<file path="config.mk">
export PLATFORM = sky130hd
export DESIGN_NAME = ipi_mailbox
export DESIGN_NICKNAME = d
export VERILOG_FILES = /design/src/rtl/ipi_mailbox.sv
export SDC_FILE = /design/constraint.sdc
export NUM_CORES = 1
export LEC_CHECK = 0
export BUFFER_PORTS_ARGS = -buffer_cell sky130_fd_sc_hd__buf_2
export CORE_MARGIN = 2
export CORE_UTILIZATION = 56
export CTS_CLUSTER_DIAMETER = 50
export DETAILED_ROUTE_END_ITERATION = 6
export GPL_ROUTABILITY_DRIVEN = 1
export PLACE_DENSITY_LB_ADDON = 0.2
export SLEW_MARGIN = 20
export SYNTH_ARGS = -nofsm -noshare
export SYNTH_HDL_FRONTEND = slang
export SYNTH_SLANG_ARGS = --single-unit
</file>
<file path="constraint.sdc">
create_clock -name clk -period 4.5 [get_ports clk]
set_clock_uncertainty 0.1 [all_clocks]
set_input_delay 0.225 -clock clk [delete_from_list [all_inputs] [get_ports clk]]
set_output_delay 0.225 -clock clk [all_outputs]
set_load 0.005 [all_outputs]
</file>
<file path="src/rtl/ipi_mailbox.sv">
module ipi_mailbox #(
  parameter int MAX_PROCS = 4,
  parameter int NUM_PROCS = 3,
  localparam int SLOT_W   = (MAX_PROCS > 1) ? $clog2(MAX_PROCS) : 1,
  localparam int ADDR_W   = SLOT_W + 3
) (
  input  logic              clk,
  input  logic              rst_n,
  input  logic [ADDR_W-1:0] bus_addr,
  input  logic              bus_we,
  input  logic [31:0]       bus_wdata,
  output logic [31:0]       rd_data,
  output logic [NUM_PROCS-1:0] irq_o
);

  if (NUM_PROCS > MAX_PROCS || NUM_PROCS < 1) begin : g_bad_cfg
    $error("ipi_mailbox: NUM_PROCS out of range");
  end

  logic [31:0] ctrl_q [NUM_PROCS];
  logic [13:0] src_q  [NUM_PROCS];
  logic [15:0] pay_q  [NUM_PROCS];
  logic [NUM_PROCS-1:0] pend_q;

  wire [SLOT_W-1:0] slot    = bus_addr[ADDR_W-1:3];
  wire              slot_ok = 32'(slot) < NUM_PROCS;
  wire              sel_st  = bus_addr[2];
  wire              wr_ctrl = bus_we && !sel_st && slot_ok;
  wire [13:0]       dst     = bus_wdata[29:16];
  wire              do_gen  = wr_ctrl && bus_wdata[30] && (32'(dst) < NUM_PROCS);
  wire              do_ack  = wr_ctrl && bus_wdata[31];

  always_ff @(posedge clk) begin
    if (!rst_n) begin
      pend_q <= '0;
      for (int i = 0; i < NUM_PROCS; i++) begin
        ctrl_q[i] <= '0;
        src_q[i]  <= '0;
        pay_q[i]  <= '0;
      end
    end else begin
      for (int i = 0; i < NUM_PROCS; i++) begin
        if (wr_ctrl && slot == SLOT_W'(i)) ctrl_q[i] <= bus_wdata;
        if (do_gen && dst == 14'(i)) begin
          pend_q[i] <= 1'b1;
          src_q[i]  <= 14'(slot);
          pay_q[i]  <= bus_wdata[15:0];
        end
        if (do_ack && slot == SLOT_W'(i)) pend_q[i] <= 1'b0;
      end
    end
  end

  logic [31:0] rd_mux;
  always_comb begin
    rd_mux = '0;
    for (int i = 0; i < NUM_PROCS; i++)
      if (slot == SLOT_W'(i))
        rd_mux = sel_st ? {1'b0, pend_q[i], src_q[i], pay_q[i]} : ctrl_q[i];
  end

  always_ff @(posedge clk) begin
    if (!rst_n) rd_data <= '0;
    else        rd_data <= rd_mux;
  end

  assign irq_o = pend_q;

  p_status_write_ignored_r8: assert property (@(posedge clk) disable iff (!rst_n)
    bus_we && sel_st |=> $stable(irq_o));

  for (genvar g = 0; g < NUM_PROCS; g++) begin : g_chk
    wire own_ack = wr_ctrl && bus_wdata[31] && slot == SLOT_W'(g);
    wire gen_me  = wr_ctrl && bus_wdata[30] && dst == 14'(g);

    p_ack_drops_irq_r5: assert property (@(posedge clk) disable iff (!rst_n)
      own_ack |=> !irq_o[g]);

    p_gen_raises_irq_r4: assert property (@(posedge clk) disable iff (!rst_n)
      gen_me && !own_ack |=> irq_o[g]);

    p_irq_held_r9: assert property (@(posedge clk) disable iff (!rst_n)
      irq_o[g] && !own_ack |=> irq_o[g]);

    p_no_spurious_irq_r7: assert property (@(posedge clk) disable iff (!rst_n)
      !irq_o[g] && !gen_me |=> !irq_o[g]);
  end

endmodule

</file>
==> run_results.csv, run 1 <==
group,metric,value,unit
cts,htreeDepth,4,
logic_synthesis,syn_nets,503,
placed_design,port_buffers,72,
cts,cts_max_path_buffers,2,
worst_setup_path,worstReg2RegEnd,"rd_data[1]$_SDFF_PN0_",
run,max_cap_viol_count,0,
die,rows,41,
logic_synthesis,synth.cell_area,7168,um2
cts,postCtsSetupRepairBufs,0,
cts,clkSinkCount,185,
run_status,status,"completed",
logic_synthesis,syn_inst,463,
sta,timing.final.hold_violations,0,
min_path,worstHoldPathCells,2,
logic_synthesis,synth-edff-count,150,
worst_setup_path,r2r_start,"pay_q[0][17]$_DFFE_PP_",
logic_synthesis,synth_common_cells,"150 x edfxtp_1, 58 x and2_1, 42 x mux2i_1",
cts,clkTransAtPathRegs,60,ps
die,core,12570,um2
die,die_area,13720,um2
grt,grt_use_total,21.80,%
pwr,leakagePower,3.200,nW
cells_and_area,regArea,5205,um2
logic_synthesis,yosys_most_used_dff,"edfxtp_1",
logic_synthesis,synth_top_area_cell,"edfxtp_1",
cts,cts_hold_buf,0,
placed_design,gp_congestion,0.7381,
grt,antenna_found_initial,0,
min_path,hold_end,"ctrl_q[0][3]$_DFFE_PP_",
detailed_routing,viasPerCell,5.534,
sta,max_freq,417.2,MHz
sta,max-slew-margin-rel,25.31,%
cells_and_area,nNetsFinal,572,
detailed_routing,drtIter0Drc,285,
sta,setup-violations-final,0,
sta,setup_tns,0,ps
detailed_routing,ant_nets,0,
cts,cts_tree,"done",
cells_and_area,fillers,940,
placed_design,dp_worst_setup_slack,1654,ps
worst_setup_path,worstPathArrival,2220,ps
logic_synthesis,async_reset_ff_share,0,%
worst_setup_path,r2r_slack,3080,ps
grt,grt_max_degree,51,
cts,cts_buffers,17,
logic_synthesis,yosysSeqAreaShare,72.61,%
cells_and_area,drive_gt1_share,22.20,%
grt,grt_pass1_vias,4089,
worst_setup_path,start_kind,"input pin",
detailed_routing,dr.pass1.iters,4,
worst_setup_path,cp-end-kind,"register",
sta,period_share,53.27,%
die,chipHeight,117.1,um
sta,worst_slew_pin_slew,1120,ps
cells_and_area,syn2layout_area_growth,14.16,%
cells_and_area,multi_input_area,1792,um2
sta,rsz0062_at_grt,"false",
logic_synthesis,yosysWarnings,0,
sta,slew_viol_final,0,
grt,grt_pass1_wl,21380,um
logic_synthesis,yosysMostFrequentCell,"edfxtp_1",
logic_synthesis,synth_cell_type_count,34,
grt,grt_overflow,0,
logic_synthesis,yosys.area.top_type_share,62.84,%
cts,root_buffer,"clkbuf_16",
cts,post_cts_resized,0,
die,die_w,117.1,um
detailed_routing,drc,0,
pwr,max-vdd-ir-drop,237.8,uV
worst_setup_path,rr_worst_depth,4,
cells_and_area,antenna_cells,0,
die,top_level_ports,75,
sta,setup_slack,2103,ps
worst_setup_path,worstPathRequired,4320,ps
cts,worstSkewPairLatency,410,ps
min_path,hold_class,"input pin to register",
detailed_routing,vias,3968,
pwr,powerDensity,437.1,nW/um2
placed_design,dp_hpwl,8159,um
detailed_routing,routed_wl,13920,um
worst_setup_path,worst-setup-path-type,"input pin to register",
worst_setup_path,crit_fanout,50,
die,start_util,57.03,%
logic_synthesis,ys_top_cells_by_area,"edfxtp_1 63%, dfxtp_1 9.8%, mux2i_1 5.9%, and2_1 5.1%, mux4_2 2.8%",
sta,timing.final.crit_period,2397,ps
detailed_routing,post_drt_wl_per_cell,19.41,um
logic_synthesis,synth-seq-cells,185,
min_path,hp-start,"bus_wdata[3]",
logic_synthesis,avgSynthCellArea,15.48,um2
## worst max-delay path by stage
| stage | cells past startpoint | from | to | slack [ps] |
|---|---|---|---|---|
| after floorplan | 4 | bus_addr[2] | ctrl_q[0][0]$_DFFE_PP_ | 1620 |
| after global placement | 5 | bus_addr[4] | ctrl_q[0][38]$_DFFE_PP_ | 1680 |
| after detailed placement | 5 | bus_addr[4] | ctrl_q[0][38]$_DFFE_PP_ | 1650 |
| after CTS | 5 | bus_addr[4] | ctrl_q[0][62]$_DFFE_PP_ | 2100 |
| after global routing | 5 | bus_addr[4] | pay_q[0][33]$_DFFE_PP_ | 1970 |
| final | 5 | bus_addr[4] | pay_q[0][33]$_DFFE_PP_ | 2100 |
## registers in the layout (all words and copies together), names as in the netlist
name     count
ctrl_q      96
irq_o        3
pay_q       48
rd_data     32
src_q        6
## cell type report
cell class / instances / area share, %
Sequential cell: 185 / 63.61
Multi-Input combinational cell: 241 / 21.90
Clock buffer: 28 / 5.948
Timing Repair Buffer: 78 / 4.954
Tap cell: 172 / 2.630
Clock inverter: 4 / 0.5505
Inverter: 9 / 0.4128
## cells in the final DEF (no fill, tap or decap), types with 2 or more instances in the layout
master     count
clkinv_2       3
o22ai_1        9
nand2_1       26
o211a_1       11
nand2b_1       6
inv_1          9
a21oi_1       13
mux4_2         9
mux2i_1       42
and2_1        58
clkbuf_8       2
clkbuf_16     17
nor4_2         2
o21ai_0       10
clkbuf_1       9
buf_2         72
o221a_1        2
o211ai_1      10
dfxtp_1       35
nor3b_1        2
edfxtp_1     150
nor2_1        27
buf_4          6
## cells by family after synthesis
logic type / Yosys count / share of synthesized area, %
and+or+nand+nor: 133 / 10.58
buffers and inverters: 37 / 2.583
DFF: 185 / 72.61
AOI/OAI and AO/OA: 57 / 5.533
muxes: 51 / 8.693
## metrics by stage
stage	instances	utilization [%]	hold slack [ps]	total power, mW	instance area (um2)
final	717	65.11	45.70	3.577	8183
after global routing	717	65.11	38.37	3.697	8183
after CTS	717	65.11	31.22	3.601	8183
after detailed placement	685	60.88	364.8	2.262	7651
after global placement	685	60.88	356.5	2.250	7651
after floorplan	463	-	343.1	2.167	7168
## worst max-delay path, cell delays in order
cell	delay, ps
buf_2	740
nand2_1	220
nand3b_1	240
nor4b_2	80
nand2b_1	680
## where the power goes
part / internal [mW] / switching [mW] / leakage, nW
Combinational: 0.0930 / 0.143 / 1.21
Clock: 0.790 / 0.563 / 0.260
Sequential: 1.96 / 0.0278 / 1.73
Total: 2.84 / 0.734 / 3.20
## layer usage
layer	GRT usage (%)	routed length [um]	vias to the layer above	part of all wire [%]
li1	-	-	1853	-
met5	0	0	-	0
met3	5.252	920	14	6.6
met4	8.941	158	0	1.1
met2	36.48	7193	121	52
met1	27.56	5645	1980	41
Note: power is estimated with default switching activity, not from simulation.
==> run 2: changes to the inputs <==
ABC_AREA = 1   (was default)
CORE_UTILIZATION = 53   (was 56)
clock period = 2.1 ns   (was 4.5 ns; I/O delays follow)
==> run_results.csv, run 2 <==
group,metric,value,unit
die,chipHeight,120.8,um
worst_setup_path,worstPathArrival,1820,ps
pwr,powerDensity,942.6,nW/um2
placed_design,dp_hpwl,9444,um
run,max_cap_viol_count,0,
logic_synthesis,synth_cell_type_count,27,
worst_setup_path,crit_fanout,18,
worst_setup_path,worstPathRequired,2130,ps
logic_synthesis,syn_inst,632,
worst_setup_path,r2r_slack,1020,ps
cts,worstSkewPairLatency,430,ps
min_path,hp-start,"bus_wdata[17]",
cts,htreeDepth,4,
grt,grt_overflow,0,
die,die_w,120.8,um
detailed_routing,post_drt_wl_per_cell,16.91,um
pwr,leakagePower,3.657,nW
logic_synthesis,yosysMostFrequentCell,"nor2_1",
cells_and_area,fin_cells,935,
detailed_routing,vias,4890,
logic_synthesis,syn_nets,672,
sta,max_freq,560.7,MHz
run_status,status,"completed",
cts,post_cts_resized,0,
logic_synthesis,yosys_most_used_dff,"edfxtp_1",
placed_design,dp.cells,875,
detailed_routing,viasPerCell,5.230,
detailed_routing,drc,0,
placed_design,gp_congestion,0.7984,
grt,grt_pass1_wl,25050,um
cts,clkSinkCount,185,
cells_and_area,final_cell_mix,"151 x nor2_1, 150 x edfxtp_1, 72 x buf_2",
cells_and_area,top_register,"ctrl_q",
logic_synthesis,async_reset_ff_share,0,%
placed_design,port_buffers,72,
min_path,worstHoldPathCells,3,
sta,worst_slew_pin_slew,630.2,ps
cells_and_area,largest_registers,"ctrl_q: 96 flops, pay_q: 48 flops, rd_data: 32 flops",
grt,antenna_found_initial,0,
logic_synthesis,ys_top_cells_by_area,"edfxtp_1 62%, dfxtp_1 9.7%, nor2_1 7.8%, nand2_1 3.4%, inv_1 3.3%",
logic_synthesis,yosys.area.top_type_share,62.35,%
sta,max-slew-margin-rel,57.98,%
logic_synthesis,yosysSeqAreaShare,72.05,%
cts,clkTransAtPathRegs,60,ps
logic_synthesis,synth-seq-cells,185,
cts,postCtsSetupRepairBufs,0,
logic_synthesis,avgSynthCellArea,11.43,um2
cts,cts_buffers,17,
cells_and_area,final_common_cell,"nor2_1",
sta,slew_viol_final,0,
cells_and_area,nNetsFinal,786,
sta,setup-violations-final,0,
cts,cts_hold_buf,28,
logic_synthesis,synth_common_cells,"151 x nor2_1, 150 x edfxtp_1, 66 x nand2_1",
worst_setup_path,start_kind,"input pin",
cts,cts_max_path_buffers,2,
sta,hold_ws,5.279,ps
logic_synthesis,synth_top_area_cell,"edfxtp_1",
die,rows,42,
grt,grt_pass1_vias,4952,
cells_and_area,syn2layout_area_growth,21.51,%
logic_synthesis,yosysWarnings,0,
cells_and_area,drive_gt1_share,19.76,%
worst_setup_path,path_cells,"dlygate4sd3_1 -> buf_2 -> nor2_1 -> nand2_1 -> nor2_1 -> nand4_1 -> nand2_1 -> buf_12",
sta,period_share,84.93,%
worst_setup_path,cp_slowest_cell,"dlygate4sd3_1",
die,core,13300,um2
logic_synthesis,synth.cell_area,7224,um2
cells_and_area,antenna_cells,0,
worst_setup_path,slowest_delay,550,ps
die,start_util,54.34,%
grt,grt_use_total,23.17,%
grt,grt_max_degree,61,
logic_synthesis,synth-edff-count,150,
min_path,hold_end,"ctrl_q[0][81]$_DFFE_PP_",
sta,setup_tns,0,ps
detailed_routing,routed_wl,15810,um
die,top_level_ports,75,
worst_setup_path,worst-setup-path-type,"input pin to register",
worst_setup_path,rr_worst_depth,6,
detailed_routing,drtIter0Drc,457,
cells_and_area,largest_reg_flops,96,
worst_setup_path,worstReg2RegEnd,"rd_data[7]$_SDFF_PN0_",
detailed_routing,dr.pass1.iters,6,
worst_setup_path,r2r_start,"pay_q[0][39]$_DFFE_PP_",
die,die_area,14580,um2
min_path,hold_class,"input pin to register",
sta,timing.final.crit_period,1784,ps
pwr,max-vdd-ir-drop,522.1,uV
cts,root_buffer,"clkbuf_16",
cts,cts_tree,"done",
detailed_routing,ant_nets,0,
sta,rsz0062_at_grt,"false",
sta,timing.final.hold_violations,0,
worst_setup_path,cp-end-kind,"register",
-- run 2: changes by cell type after synthesis, moves of 40 or more --
cell,delta
o21ai_1,+43
and2_1,-58
nand2_1,+40
inv_1,+54
nor2_1,+123
mux2i_1,-42
-- run 2: final cells by class --
type,instances,area (um2)
multi-input cells,350,1597
clock buffers,20,446.7
repair buffers,123,850.8
flip-flops and latches,185,5205
clock inverters,12,198.9
inverters,69,260.3
fillers,978,4517
well taps,176,220.2
-- run 2: cell families (layout without fill, tap and decap cells) --
logic type	count (synthesis)	after routing	share of synthesized area, %
AND/OR/NAND/NOR	257	257	14.77
flip-flops	185	185	72.05
buffers and inverters	97	224	5.958
AO/OA/AOI/OAI	93	93	7.222
-- run 2: how the worst max path moves through the flow --
stage	start	endpoint	slack [ps]	cells past startpoint
after floorplan	bus_addr[2]	ctrl_q[0][32]$_DFFE_PP_	-560	6
after global placement	bus_addr[3]	ctrl_q[0][89]$_DFFE_PP_	420	5
after detailed placement	bus_addr[3]	ctrl_q[0][82]$_DFFE_PP_	380	5
after CTS	bus_wdata[23]	pay_q[0][26]$_DFFE_PP_	320	8
after global routing	bus_wdata[23]	pay_q[0][26]$_DFFE_PP_	240	8
final	bus_wdata[20]	pay_q[0][22]$_DFFE_PP_	320	8
-- run 2: per-layer routing --
metal	vias to the layer above	track usage (%)	part of all wire, %
li1	2347	-	-
met2	144	39.83	51
met4	0	9.230	1.4
met3	19	5.142	4.8
met5	-	0	0
met1	2380	28.51	43
-- run 2: per-stage QoR --
step	setup WS [ps]	area (um2)	utilization [%]	total power, mW
2_1_floorplan	-564.5	7224	-	4.633
4_1_cts	323.3	8778	66.03	8.312
3_5_place_dp	380.3	7853	59.06	4.867
6_report	316.4	8778	66.03	8.275
5_1_grt	237.0	8778	66.03	8.540
3_3_place_gp	419.9	7853	59.06	4.850
-- run 2: worst max-delay path, delay by kind of cell --
family,cells,cell delay (ps)
buf+inv,3,870
simple gates,5,830
-- run 2: where the power goes --
group	total [mW]	leakage [nW]	internal, mW	switching (mW)
logic	0.578	1.63	0.213	0.365
clock network	3.44	0.302	2.14	1.30
registers	4.25	1.73	4.19	0.0602
total	8.27	3.66	6.54	1.73
==> run 3: changes to the inputs <==
CORE_UTILIZATION = 56   (was 53)
clock period = 1.9 ns   (was 2.1 ns; I/O delays follow)
==> run_results.csv, run 3 (same netlist as run 2, synthesis figures left out) <==
group,metric,value,unit
pwr,p_sw,1.883,mW
sta,setup-violations-final,0,
grt,antenna_found_initial,0,
pwr,p_comb_share,7.1,%
cells_and_area,largest_reg_flops,96,
die,die_area,13830,um2
cells_and_area,largest_registers,"ctrl_q: 96 flops, pay_q: 48 flops, rd_data: 32 flops",
worst_setup_path,cp.buffers_inverters,3,
sta,worst_slew_pin_slew,605.7,ps
detailed_routing,post_drt_wl_per_cell,16.86,um
worst_setup_path,worst-setup-path-type,"input pin to register",
grt,grt_overflow,0,
min_path,hold_class,"input pin to register",
detailed_routing,vias,4893,
pwr,p_int,7.051,mW
placed_design,dp_hpwl,9345,um
sta,max-slew-margin-rel,59.62,%
detailed_routing,wl_met1,6521,um
detailed_routing,drtIter0Drc,529,
grt,grt_pass1_vias,4967,
worst_setup_path,slowest_delay,550,ps
worst_setup_path,crit_path_frequent_cell,"nand2_1",
cells_and_area,fin_cells,927,
sta,timing.final.hold_violations,0,
grt,grt_pass1_wl,24750,um
placed_design,port_buffers,72,
cells_and_area,nNetsFinal,782,
sta,timing.final.crit_period,1698,ps
grt,grt_max_degree,61,
die,chipHeight,117.6,um
pwr,finalPower,8.934,mW
cells_and_area,fillers,958,
cells_and_area,final_cell_mix,"151 x nor2_1, 150 x edfxtp_1, 72 x buf_2",
placed_design,dp.cells,868,
sta,rsz0062_at_grt,"false",
detailed_routing,routed_wl,15630,um
sta,max_freq,588.8,MHz
worst_setup_path,path_cells,"dlygate4sd3_1 -> buf_2 -> nor2_2 -> nand2_1 -> nor2_1 -> nand4_1 -> nand2_1 -> buf_12",
pwr,powerDensity,1025,nW/um2
cts,clkTransAtPathRegs,60,ps
sta,slew_viol_final,0,
placed_design,dp_worst_setup_slack,308.2,ps
worst_setup_path,cp_top_family,"buffers and inverters",
worst_setup_path,worstPathArrival,1720,ps
cts,cts_tree,"done",
detailed_routing,route.met3.wl,987,um
detailed_routing,viasPerCell,5.278,
detailed_routing,highest_layer,"met4",
worst_setup_path,cp_slowest_cell,"dlygate4sd3_1",
placed_design,gp_congestion,0.8175,
cells_and_area,utilization,69.06,%
cells_and_area,antenna_cells,0,
worst_setup_path,crit_fanout,18,
pwr,clkPwrFrac,40.2,%
cells_and_area,final_common_cell,"nor2_1",
pwr,leakagePower,3.641,nW
cts,cts_max_path_buffers,2,
pwr,max-vdd-ir-drop,645.0,uV
die,start_util,57.25,%
cells_and_area,top_register,"ctrl_q",
cts,htreeDepth,4,
worst_setup_path,cp-end-kind,"register",
pwr,seq_power_share,52.7,%
worst_setup_path,start_kind,"input pin",
cts,clkSinkCount,185,
die,core,12620,um2
cts,post_cts_resized,0,
cells_and_area,syn2layout_area_growth,20.63,%
detailed_routing,dr.pass1.iters,5,
run_status,status,"completed",
grt,grt_use_total,23.65,%
die,top_level_ports,75,
run,max_cap_viol_count,0,
detailed_routing,wl_met2,7766,um
worst_setup_path,worstPathRequired,1930,ps
cts,worstSkewPairLatency,420,ps
cts,root_buffer,"clkbuf_16",
sta,setup_slack,201.6,ps
sta,period_share,89.39,%
detailed_routing,ant_nets,0,
pwr,switching_share,21.07,%
cts,cts_buffers,17,
cells_and_area,drive_gt1_share,19.34,%
die,rows,41,
die,die_w,117.6,um
detailed_routing,drc,0,
==> run 3: worst register-to-register path, delay by kind of cell (launching register included) <==
kind,cells,cell delay [ps]
buffers and inverters,1,50
flip-flops,1,380
AND/OR/NAND/NOR,3,250
AO/OA/AOI/OAI,2,200
==> run 3: per-layer routing <==
layer	global-route usage, %	up-vias
li1	-	2347
met1	30.13	2336
met2	38.96	174
met3	5.378	36
met4	10.77	0
met5	0	-
==> run 3: final timing paths <==
| kind | from | end | slack (ps) | depth (start not counted) |
|---|---|---|---|---|
| setup reg to reg | ctrl_q[0][49]$_DFFE_PP_ | rd_data[17]$_SDFF_PN0_ | 810 | 6 |
| hold reg to reg | irq_o[1]$_SDFFE_PP0P_ | irq_o[1]$_SDFFE_PP0P_ | 400 | 2 |
| setup / recovery | bus_wdata[18] | pay_q[0][23]$_DFFE_PP_ | 200 | 8 |
| hold / removal | bus_wdata[19] | ctrl_q[0][51]$_DFFE_PP_ | 20 | 3 |
==> run 3: power groups by stage <==
stage / sequential [mW] / clock, mW / combinational, mW
after floorplan: 4.78 / 0 / 0.341
after global placement: 4.77 / 0 / 0.577
after detailed placement: 4.79 / 0 / 0.590
after CTS: 4.70 / 3.63 / 0.636
after global routing: 4.72 / 3.80 / 0.699
final: 4.70 / 3.60 / 0.635
==> run 3: timing repair <==
action,CTS,global route
setup buffers,0,0
hold buffers,27,0
hold endpoints to repair,123,0
==> run 3: cell type report <==
| class | count | area (um2) | share of cell area [%] |
|---|---|---|---|
| clock buffers | 18 | 429.2 | 4.925 |
| inverters | 69 | 260.3 | 2.986 |
| flip-flops and latches | 185 | 5205 | 59.73 |
| multi-input cells | 350 | 1597 | 18.32 |
| well taps | 172 | 215.2 | 2.469 |
| repair buffers | 119 | 830.8 | 9.533 |
| clock inverters | 14 | 177.7 | 2.039 |
==> run 3: through the flow <==
stage               setup TNS, ps  hold WS [ps]  cell area [um2]
finish                          0         16.43             8715
global route                    0         8.464             8715
CTS                             0         1.783             8715
detailed placement              0         369.4             7838
global placement                0         360.6             7838
floorplan                  -11680         244.1             7232
